$ cat src/rtl/tdm_tx_pkg.sv
package tdm_tx_pkg;

    // Active transmit configuration as applied by the shifter
    typedef struct packed {
        logic grp_low;      // 1: slots 0..2, 0: slots 3..5
        logic short_frame;  // 1: 16 slots per frame, 0: 32 slots
    } tx_cfg_t;

    localparam int CFG_GRP_BIT   = 1;
    localparam int CFG_SHORT_BIT = 0;

endpackage

$ cat src/rtl/tdm_cfg_regs.sv
module tdm_cfg_regs
    import tdm_tx_pkg::*;
#(
    parameter int ADDR_W     = 4,
    parameter int DATA_W     = 8,
    parameter int STAT_W     = 16,
    parameter int CFG_ADDR   = 12,
    parameter int DEAD_ADDR0 = 14,
    parameter int DEAD_ADDR1 = 15
) (
    input  logic              clk,
    input  logic              rst_n,
    input  logic              commit,
    input  logic              mce,
    input  logic              wr_en,
    input  logic [ADDR_W-1:0] addr,
    input  logic [DATA_W-1:0] wr_data,
    input  logic [STAT_W-1:0] status_word,
    output logic [STAT_W-1:0] rd_data,
    output tx_cfg_t           cfg_next,
    output logic              act_short_frame
);

    localparam logic [DATA_W-1:0] LIVE_MASK =
        DATA_W'((1 << (CFG_GRP_BIT + 1)) - 1);

    typedef struct packed {
        logic [DATA_W-1:0] shadow;
        tx_cfg_t           active;
    } reg_state_t;

    reg_state_t st_d, st_q;
    logic       hit_cfg;
    logic       hit_dead;

    always_comb begin
        hit_cfg  = (addr == ADDR_W'(CFG_ADDR));
        hit_dead = (addr == ADDR_W'(DEAD_ADDR0)) || (addr == ADDR_W'(DEAD_ADDR1));
        st_d     = st_q;
        // commit uses the shadow as it stood before this cycle's write
        if (commit) begin
            st_d.active.grp_low     = st_q.shadow[CFG_GRP_BIT];
            st_d.active.short_frame = st_q.shadow[CFG_SHORT_BIT];
        end
        if (wr_en && mce && hit_cfg) begin
            st_d.shadow = wr_data & LIVE_MASK;
        end
    end

    always_ff @(posedge clk) begin
        if (!rst_n) begin
            st_q <= '0;
        end else begin
            st_q <= st_d;
        end
    end

    always_comb begin
        if (hit_cfg) begin
            rd_data = STAT_W'(st_q.shadow);
        end else if (hit_dead) begin
            rd_data = status_word;
        end else begin
            rd_data = '0;
        end
    end

    assign cfg_next        = st_d.active;
    assign act_short_frame = st_q.active.short_frame;

    AST_GATED_WRITE: assert property (@(posedge clk) disable iff (!rst_n)
        (wr_en && !mce) |=> $stable(st_q.shadow));

    AST_HOLD_ACTIVE: assert property (@(posedge clk) disable iff (!rst_n)
        !commit |=> $stable(st_q.active));

    AST_DEAD_ADDR_WRITE: assert property (@(posedge clk) disable iff (!rst_n)
        (wr_en && hit_dead) |=> $stable(st_q.shadow));

endmodule

$ cat src/rtl/tdm_slot_timer.sv
module tdm_slot_timer #(
    parameter int SLOT_W       = 16,
    parameter int SLOTS_PERIOD = 16,
    parameter int LONG_PERIODS = 2
) (
    input  logic                                                 clk,
    input  logic                                                 rst_n,
    input  logic                                                 fsync,
    input  logic                                                 short_frame,
    output logic [$clog2(SLOT_W*SLOTS_PERIOD*LONG_PERIODS)-1:0]  pos_next,
    output logic                                                 live_next,
    output logic                                                 live_q_o
);

    localparam int PERIOD_BITS = SLOT_W * SLOTS_PERIOD;
    localparam int FRAME_MAX   = PERIOD_BITS * LONG_PERIODS;
    localparam int POS_W       = $clog2(FRAME_MAX);
    localparam logic [POS_W-1:0] LAST_SHORT = POS_W'(PERIOD_BITS - 1);
    localparam logic [POS_W-1:0] LAST_LONG  = POS_W'(FRAME_MAX - 1);

    typedef struct packed {
        logic [POS_W-1:0] pos;
        logic             live;
    } tim_state_t;

    tim_state_t t_d, t_q;
    logic [POS_W-1:0] last_pos;

    always_comb begin
        last_pos = short_frame ? LAST_SHORT : LAST_LONG;
        t_d      = t_q;
        if (fsync) begin
            t_d.pos  = '0;
            t_d.live = 1'b1;
        end else if (t_q.live) begin
            if (t_q.pos == last_pos) begin
                t_d.live = 1'b0;
            end else begin
                t_d.pos = t_q.pos + 1'b1;
            end
        end
    end

    always_ff @(posedge clk) begin
        if (!rst_n) begin
            t_q <= '0;
        end else begin
            t_q <= t_d;
        end
    end

    assign pos_next  = t_d.pos;
    assign live_next = t_d.live;
    assign live_q_o  = t_q.live;

    AST_FSYNC_RESTART: assert property (@(posedge clk) disable iff (!rst_n)
        fsync |=> (t_q.pos == '0 && t_q.live));

endmodule

$ cat src/rtl/tdm_tx_shifter.sv
module tdm_tx_shifter
    import tdm_tx_pkg::*;
#(
    parameter int SLOT_W       = 16,
    parameter int SLOTS_PERIOD = 16,
    parameter int LONG_PERIODS = 2,
    parameter int WORDS        = 3,
    parameter int BASE_HIGH    = 3,
    parameter int BASE_LOW     = 0
) (
    input  logic                                                clk,
    input  logic                                                rst_n,
    input  logic [$clog2(SLOT_W*SLOTS_PERIOD*LONG_PERIODS)-1:0] pos_next,
    input  logic                                                live_next,
    input  tx_cfg_t                                             cfg_next,
    input  logic [WORDS*SLOT_W-1:0]                             words_in,
    output logic                                                sdo,
    output logic                                                sdo_oe
);

    localparam int PERIOD_BITS = SLOT_W * SLOTS_PERIOD;
    localparam int POS_W       = $clog2(PERIOD_BITS * LONG_PERIODS);
    localparam int PER_W       = $clog2(PERIOD_BITS);
    localparam int BIT_W       = $clog2(SLOT_W);
    localparam int SLOT_IDX_W  = PER_W - BIT_W;

    typedef struct packed {
        logic [WORDS-1:0][SLOT_W-1:0] hold;
        logic                         sdo;
        logic                         oe;
    } sh_state_t;

    sh_state_t s_d, s_q;

    logic [PER_W-1:0]      off;
    logic [SLOT_IDX_W-1:0] slot;
    logic [BIT_W-1:0]      bitp;
    logic                  first_period;
    logic                  allowed;
    int                    base;
    int                    rel;

    always_comb begin
        off          = pos_next[PER_W-1:0];
        slot         = off[PER_W-1:BIT_W];
        bitp         = off[BIT_W-1:0];
        first_period = (pos_next[POS_W-1:PER_W] == '0);
        allowed      = live_next && (first_period || !cfg_next.short_frame);
        base         = cfg_next.grp_low ? BASE_LOW : BASE_HIGH;
        rel          = int'(slot) - base;

        s_d = s_q;
        // capture the three words at the start of every sample period
        if (live_next && off == '0) begin
            for (int w = 0; w < WORDS; w++) begin
                s_d.hold[w] = words_in[w*SLOT_W +: SLOT_W];
            end
        end

        s_d.oe  = 1'b0;
        s_d.sdo = 1'b0;
        if (allowed && rel >= 0 && rel < WORDS) begin
            s_d.oe  = 1'b1;
            s_d.sdo = s_d.hold[rel][SLOT_W-1-int'(bitp)];
        end
    end

    always_ff @(posedge clk) begin
        if (!rst_n) begin
            s_q <= '0;
        end else begin
            s_q <= s_d;
        end
    end

    assign sdo    = s_q.sdo;
    assign sdo_oe = s_q.oe;

endmodule

$ cat src/rtl/tdm_slot_tx.sv
module tdm_slot_tx
    import tdm_tx_pkg::*;
#(
    parameter int ADDR_W       = 4,
    parameter int DATA_W       = 8,
    parameter int SLOT_W       = 16,
    parameter int SLOTS_PERIOD = 16,
    parameter int LONG_PERIODS = 2,
    parameter int WORDS        = 3,
    parameter int BASE_HIGH    = 3,
    parameter int BASE_LOW     = 0,
    parameter int CFG_ADDR     = 12,
    parameter int DEAD_ADDR0   = 14,
    parameter int DEAD_ADDR1   = 15
) (
    input  logic              clk,
    input  logic              rst_n,
    input  logic              fsync,
    input  logic              mce,
    input  logic              wr_en,
    input  logic [ADDR_W-1:0] addr,
    input  logic [DATA_W-1:0] wr_data,
    output logic [SLOT_W-1:0] rd_data,
    input  logic [SLOT_W-1:0] status_word,
    input  logic [SLOT_W-1:0] left_word,
    input  logic [SLOT_W-1:0] right_word,
    output logic              sdo,
    output logic              sdo_oe
);

    localparam int POS_W = $clog2(SLOT_W * SLOTS_PERIOD * LONG_PERIODS);

    tx_cfg_t          cfg_next;
    logic             act_short;
    logic [POS_W-1:0] pos_next;
    logic             live_next;
    logic             live_q;
    logic [WORDS*SLOT_W-1:0] words_flat;

    assign words_flat = {right_word, left_word, status_word};

    tdm_cfg_regs #(
        .ADDR_W    (ADDR_W),
        .DATA_W    (DATA_W),
        .STAT_W    (SLOT_W),
        .CFG_ADDR  (CFG_ADDR),
        .DEAD_ADDR0(DEAD_ADDR0),
        .DEAD_ADDR1(DEAD_ADDR1)
    ) u_regs (
        .clk            (clk),
        .rst_n          (rst_n),
        .commit         (fsync),
        .mce            (mce),
        .wr_en          (wr_en),
        .addr           (addr),
        .wr_data        (wr_data),
        .status_word    (status_word),
        .rd_data        (rd_data),
        .cfg_next       (cfg_next),
        .act_short_frame(act_short)
    );

    tdm_slot_timer #(
        .SLOT_W      (SLOT_W),
        .SLOTS_PERIOD(SLOTS_PERIOD),
        .LONG_PERIODS(LONG_PERIODS)
    ) u_timer (
        .clk        (clk),
        .rst_n      (rst_n),
        .fsync      (fsync),
        .short_frame(act_short),
        .pos_next   (pos_next),
        .live_next  (live_next),
        .live_q_o   (live_q)
    );

    tdm_tx_shifter #(
        .SLOT_W      (SLOT_W),
        .SLOTS_PERIOD(SLOTS_PERIOD),
        .LONG_PERIODS(LONG_PERIODS),
        .WORDS       (WORDS),
        .BASE_HIGH   (BASE_HIGH),
        .BASE_LOW    (BASE_LOW)
    ) u_shift (
        .clk      (clk),
        .rst_n    (rst_n),
        .pos_next (pos_next),
        .live_next(live_next),
        .cfg_next (cfg_next),
        .words_in (words_flat),
        .sdo      (sdo),
        .sdo_oe   (sdo_oe)
    );

    AST_OE_NEEDS_FRAME: assert property (@(posedge clk) disable iff (!rst_n)
        sdo_oe |-> live_q);

endmodule

$ cat config.mk
export PLATFORM = sky130hd
export DESIGN_NAME = tdm_slot_tx
export DESIGN_NICKNAME = d
export VERILOG_FILES = /design/src/rtl/tdm_tx_pkg.sv /design/src/rtl/tdm_cfg_regs.sv /design/src/rtl/tdm_slot_timer.sv /design/src/rtl/tdm_tx_shifter.sv /design/src/rtl/tdm_slot_tx.sv
export SDC_FILE = /design/constraint.sdc
export NUM_CORES = 1
export LEC_CHECK = 0
export BUFFER_PORTS_ARGS = -buffer_cell sky130_fd_sc_hd__buf_4
export CORE_ASPECT_RATIO = 1.5
export CORE_UTILIZATION = 54
export CTS_CLUSTER_DIAMETER = 60
export DETAILED_ROUTE_END_ITERATION = 10
export GPL_TIMING_DRIVEN = 0
export PLACE_DENSITY = 0.92
export SLEW_MARGIN = 10
export SYNTH_ARGS = -nofsm -noshare
export SYNTH_HDL_FRONTEND = slang
export SYNTH_SLANG_ARGS = --single-unit
$ cat constraint.sdc
create_clock -name clk -period 4.4 [get_ports clk]
set_input_delay 0.22 -clock clk [delete_from_list [all_inputs] [get_ports clk]]
set_output_delay 0.22 -clock clk [all_outputs]
set_load 0.1 [all_outputs]
==> metrics.md, run 1 <==
| Metric | Value |
|---|---|
| Most used routing layer | met2 |
| WL final | 10060 um |
| Psw | 0.3957 mW |
| DRT Pass-1 Iters | 5 |
| Worst hold path class | in -> reg |
| Pwr Total | 1.461 mW |
| Top cell type's share of synthesized area | 0.3662 |
| Worst Tran Pin Value | 0.7427 ns |
| RSZ-0062 raised after global routing | no |
| Synthesized instance count | 410 |
| Share of cells above drive strength 1 | 0.2331 |
| Static leakage | 1.823 nW |
| CP max-delay cell | a211oi_1 |
| M3 GR Usage | 0.07014 |
| Crit path buf inv count | 4 |
| Routed Antenna Nets | 0 |
| Fin crit period | 4.252 ns |
| Area leader, netlist | dfxtp_1 |
| Internal power | 1.065 mW |
| M1 GR Usage | 0.3338 |
| Ys async rst share | 0 |
| Power density cells | 332.8 nW/um^2 |
| Fin cells | 576 |
| Die height | 100.6 um |
| Top_reg_cell synth | dfxtp_1 |
| # Max-Cap Violations | 0 |
| Num rows | 35 |
| Final-report setup violation count | 0 |
| TritonCTS Buffers | 9 |
| Most common cell after layout, fill and taps aside | buf_4 |
| Flop pwr share | 0.432 |
| DR vias | 3469 |
| Min Hold Slack | 0.1170 ns |
| CTS Sinks | 64 |
| Initial antenna violation count | 0 |
| Port Buffer Count | 76 |
| Fin nets | 567 |
| Flops & latches, synth | 64 |
| Vias in the first global route | 3390 |
| Clk_skew | 0.009343 ns |
| Status | finished clean |
| Antenna Cells | 0 |
| Maximum vdd drop | 0.2319 mV |
| DRC | 0 |
| RD Place Congestion | 0.9785 |
| Clock Latency Late Sink | 0.36 ns |
| Maximum number of pins on one net before global-route repair | 11 |
| Syn avg cell area | 8.533 sq um |
| Global Route met2 Usage | 0.5415 |
| Crit path launch type | flop |
| FF/Latch Area | 1281 sq um |
| Critical-path cell list | ha_1 -> and2_1 -> clkbuf_1 -> a41oi_4 -> or3_1 -> a221o_1 -> or4_1 -> clkbuf_1 -> buf_6 -> buf_6 -> mux2i_1 -> a211oi_1 -> a2111oi_4 -> nor4bb_2 |
| Post-Synthesis Cell Area | 3498 sq um |
| First-pass GRT wire length | 15960 um |
| H-Tree Depth | 3 |
| Post-DP HPWL | 7429 um |
| Logic gate share of total power | 0.186 |
| Crit path DAT | 4.49 ns |
| Die span in x | 67.72 um |
| Clk pwr share | 0.382 |
| Multi-input logic area | 2056 sq um |
| Post-CTS setup buffers | 0 |
| Max Slew Vio Count | 0 |
| Synth unique cells | 60 |
| Layout fillers | 486 |
| Placed Cells | 560 |
| Warnings, synthesis | 0 |
| Achievable Freq | 0.2352 GHz |
| GR Overflow Total | 0 |
| Mapped Nets | 480 |
| Sw frac | 0.2709 |
| Synth top area cells | dfxtp_1, mux2i_1, nand2_1, and2_1, a21boi_0 |
| Delay-heaviest family, CP | simple AND/OR/NAND/NOR gates |
| Final hold vios | 0 |
| DR vias/cell | 6.023 |
| TritonCTS clock tree | done |
| CP Capture Type | flop |
| Slew Limit Headroom | 0.5049 |
| Gr usage total | 0.3181 |
| WS Path Type | reg -> reg |
| CTS clk-pin slew, worst paths | 0.07 ns |
| Post-synth EDFFs | 0 |
| P&R area growth vs syn | 25.46% |
| Sequential share of the synthesized area | 0.3662 |
| Commonest non-fill, non-tap cells in the layout | buf_4, dfxtp_1, nand2_1 |
| Worst Path Required | 4.64 ns |
| Starting Density | 0.5626 |
| Root Buffer | clkbuf_8 |
| Die ar. | 6811 sq um |
| Drt initial violations | 358 |
| Crit-path max FO | 10 |
| IO Count | 83 |
| Period utilisation layout | 0.9664 |
| Core region area | 6218 sq um |
| Hold_buf cts | 0 |
| CTS max path bufs | 2 |
| Critical Path Max Stage Delay | 0.50 ns |
| Routed WL per cell | 17.46 um |
## worst paths after layout
kind / start / end / slack (ns) / cells past startpoint
worst max-delay path: u_timer.t_q[2] / u_shift.sdo / 0.15 / 14
worst min-delay path: right_word[2] / u_shift.s_q[36] / 0.12 / 3
worst max register to register: u_timer.t_q[2] / u_shift.sdo / 0.15 / 14
worst min register to register: u_shift.s_q[4] / u_shift.s_q[4] / 0.47 / 2
## final cells by class
class                   instances  share of cell area
flip-flops and latches         64              0.2919
clock inverters                 3             0.01482
inverters                      12             0.01055
plain buffers                  29             0.02936
clock buffers                  13             0.03392
repair buffers                 76              0.1300
multi-input cells             305              0.4684
well taps                      74             0.02109
## power groups by stage
stage	combinational (mW)	sequential (mW)	clock, mW
after floorplan	0.175	0.637	0
after global placement	0.258	0.640	0
after CTS	0.269	0.629	0.561
after detailed placement	0.266	0.642	0
final	0.272	0.630	0.558
after global routing	0.293	0.633	0.583
## metrics by stage
step	util	TNS (ns)	cell area, sq um	worst slack, ns
floorplan	-	0	3498	0.5898
global placement	0.6692	-0.1007	4161	-0.1007
detailed placement	0.6692	-0.2049	4161	-0.2049
CTS	0.7040	0	4378	0.09537
global route	0.7058	0	4389	0.03319
finish	0.7058	0	4389	0.1476
## synth_stat cells (all sizes together), types with 4 or more instances
master and n:
nand3 8, mux2i 25, and2 31, mux2 6
and3 5, nor2 17, dfxtp 64, a211oi 4
clkbuf 22, nor2b 26, ha 4, inv 11
o21ai 13, a21boi 22, a21oi 15, nand2 62
nor3 12, buf 7, nand4 6
## timing repair
action                     CTS  global route
cloned                       0             0
gates resized for setup      2             3
setup endpoints to repair    1             1
## state kept, by name, indices dropped and copies added, names as in the netlist
signal / cells
u_shift.sdo_oe: 1
u_shift.s_q: 48
u_shift.sdo: 1
u_regs.act_short_frame: 1
u_timer.t_q: 9
u_regs.st_q: 3
u_timer.live_q_o: 1
## worst min-delay path: cells and delay by family
kind / cells / cell delay (ns)
buffers and inverters: 1 / 0.11
AND/OR/NAND/NOR: 1 / 0.04
AO/OA/AOI/OAI: 1 / 0.06
## logic make-up after synthesis
| logic type | count (synthesis) | share of synthesized area |
|---|---|---|
| multiplexers | 31 | 0.09621 |
| adder cells (fa/ha/maj) | 5 | 0.02003 |
| AO/OA/AOI/OAI | 88 | 0.1960 |
| AND/OR/NAND/NOR | 177 | 0.2600 |
| flip-flops | 64 | 0.3662 |
| buffers and inverters | 41 | 0.04935 |
| XOR/XNOR | 4 | 0.01216 |
## routing by layer
metal | wire, um | vias up
li1 | - | 1602
met1 | 3561 | 1634
met2 | 5303 | 172
met3 | 606 | 61
met4 | 585 | 0
met5 | 0 | -
Power figures use the tool's default switching activity.
==> inputs of run 2 (changes only) <==
Settings changed: CORE_UTILIZATION 54 to 50, MAX_ROUTING_LAYER set to met4, PLACE_DENSITY 0.92 to 0.87.
==> run 2 against run 1 <==
Compared with the run above:
- combinational power shrank 1%
- hold slack gained 0.011 ns
- die area grew 7.8%
- sequential power is essentially flat
- via count shrank 4.2%
- critical path depth shrank 1
- wire length shrank 5.6%
- total power shrank 2.9%
- worst setup slack gained 0.051 ns
- clock power shrank 6.8%
- core utilization shrank 6.1 points
==> metrics.md, run 2 (synthesized netlist as in run 1, its figures left out) <==
| Metric | Value |
|---|---|
| Root Buffer | clkbuf_8 |
| Gr usage total | 0.2727 |
| Reg2Reg Setup Slack | 0.20 ns |
| Max Slew Vio Count | 0 |
| RD Place Congestion | 0.9253 |
| WL final | 9490 um |
| FF/Latch Area | 1281 sq um |
| Worst r2r src | u_timer.t_q[2] |
| Reg2reg end | u_shift.sdo |
| Status | finished clean |
| Commonest non-fill, non-tap cells in the layout | buf_4, dfxtp_1, nand2_1 |
| WS Path Type | reg -> reg |
| Crit path DAT | 4.43 ns |
| Utilization after layout | 0.6446 |
| Final hold vios | 0 |
| CTS Sinks | 64 |
| Multi-input logic area | 2056 sq um |
| RSZ-0062 raised after global routing | no |
| Final-report setup violation count | 0 |
| Clock Latency Late Sink | 0.35 ns |
| Most used routing layer | met2 |
| Regs by FF count | u_shift.s_q: 48 flops, u_timer.t_q: 9 flops, u_regs.st_q: 3 flops |
| Hold_buf cts | 0 |
| DR vias/cell | 5.743 |
| Die ar. | 7342 sq um |
| Vias in the first global route | 3299 |
| Clk_skew | 0.01138 ns |
| Core region area | 6805 sq um |
| Most flops, register | u_shift.s_q |
| Maximum number of pins on one net before global-route repair | 11 |
| Period utilisation layout | 0.9548 |
| Slew Limit Headroom | 0.5179 |
| Antenna Cells | 0 |
| Port Buffer Count | 76 |
| Global Route met2 Usage | 0.4741 |
| DRT Pass-1 Iters | 5 |
| Die span in x | 70.30 um |
| Routed WL per cell | 16.39 um |
| TritonCTS Buffers | 9 |
| Die height | 104.4 um |
| Crit path capture | u_shift.sdo |
| Layout fillers | 584 |
| CP Capture Type | flop |
| Post-CTS setup buffers | 0 |
| TritonCTS clock tree | done |
| GR Overflow Total | 0 |
| Maximum vdd drop | 0.2282 mV |
| IO Count | 83 |
| Worst Tran Pin Value | 0.7231 ns |
| H-Tree Depth | 3 |
| DR vias | 3325 |
| # Max-Cap Violations | 0 |
| CTS max path bufs | 2 |
| Num rows | 37 |
| Reg2Reg Depth | 13 |
| Static leakage | 1.818 nW |
| Fin crit period | 4.201 ns |
| Drt initial violations | 243 |
| CTS clk-pin slew, worst paths | 0.07 ns |
| Most common cell after layout, fill and taps aside | buf_4 |
| DRC | 0 |
| Fin nets | 567 |
| Power density cells | 323.2 nW/um^2 |
| Share of cells above drive strength 1 | 0.2355 |
| Largest register FFs | 48 |
| Worst Path Required | 4.63 ns |
| M3 GR Usage | 0.06492 |
| Achievable Freq | 0.2380 GHz |
| M1 GR Usage | 0.2769 |
| First-pass GRT wire length | 15200 um |
| Post-DP HPWL | 7156 um |
| Initial antenna violation count | 0 |
| Routed Antenna Nets | 0 |
| Worst Setup SP | u_timer.t_q[2] |
| Crit-path max FO | 10 |
| Worst hold path class | in -> reg |
| P&R area growth vs syn | 25.39% |
| Crit path launch type | flop |
| Pwr Total | 1.418 mW |
| Starting Density | 0.5141 |
run 2: cell type report:
class,count,area share
buffer,29,0.02938
clock buffer,13,0.03851
clock inverter,2,0.008557
inverter,12,0.01055
multi-input combinational,305,0.4686
sequential,64,0.2921
tap,78,0.02225
timing repair buffer,76,0.1301
run 2: repair_timing:
| action | CTS | global route |
|---|---|---|
| pin swaps | 0 | 0 |
| setup endpoints to repair | 1 | 1 |
| resized for setup | 2 | 3 |
| cloned | 0 | 0 |
run 2: per-stage QoR:
step                      worst slack (ns)  hold WS, ns  setup TNS [ns]  std cells  cell area (sq um)
after floorplan                     0.5898       0.3598               0        410               3498
after global placement             -0.1048       0.4499         -0.1048        564               4167
after detailed placement           -0.2493       0.4616         -0.2493        564               4167
after CTS                           0.1175       0.1262               0        579               4375
after global routing               0.02407       0.1342               0        579               4387
final                               0.1988       0.1279               0        579               4387
run 2: routing by layer:
layer | vias up | wire length (um)
met2 | 140 | 5018
met3 | 28 | 554
met1 | 1552 | 3571
met5 | - | 0
met4 | 0 | 346
li1 | 1605 | -
run 2: power breakdown:
group          internal [mW]  switching (mW)  total, mW
clock network          0.305           0.215      0.520
registers              0.615          0.0145      0.629
logic                  0.116           0.152      0.268
total                   1.04           0.382       1.42
run 2: worst max-delay path: stages, from the launching register on:
cell,delay [ns]
dfxtp_1,0.42
ha_1,0.29
and2_1,0.15
clkbuf_1,0.25
a41oi_4,0.24
or3_1,0.37
a221o_1,0.36
or4_1,0.41
clkbuf_1,0.16
buf_2,0.24
mux2i_1,0.21
a221oi_1,0.50
a2111oi_4,0.11
nor4bb_2,0.38
run 2: how the worst min path moves through the flow:
stage | from | to | slack [ns] | depth (start not counted)
after detailed placement | u_shift.s_q[27] | u_shift.s_q[27] | 0.46 | 2
after floorplan | rst_n | u_timer.live_q_o | 0.36 | 1
after global routing | right_word[2] | u_shift.s_q[36] | 0.13 | 3
after global placement | u_shift.s_q[49] | u_shift.s_q[49] | 0.45 | 2
after CTS | left_word[6] | u_shift.s_q[24] | 0.13 | 3
final | left_word[6] | u_shift.s_q[24] | 0.13 | 3
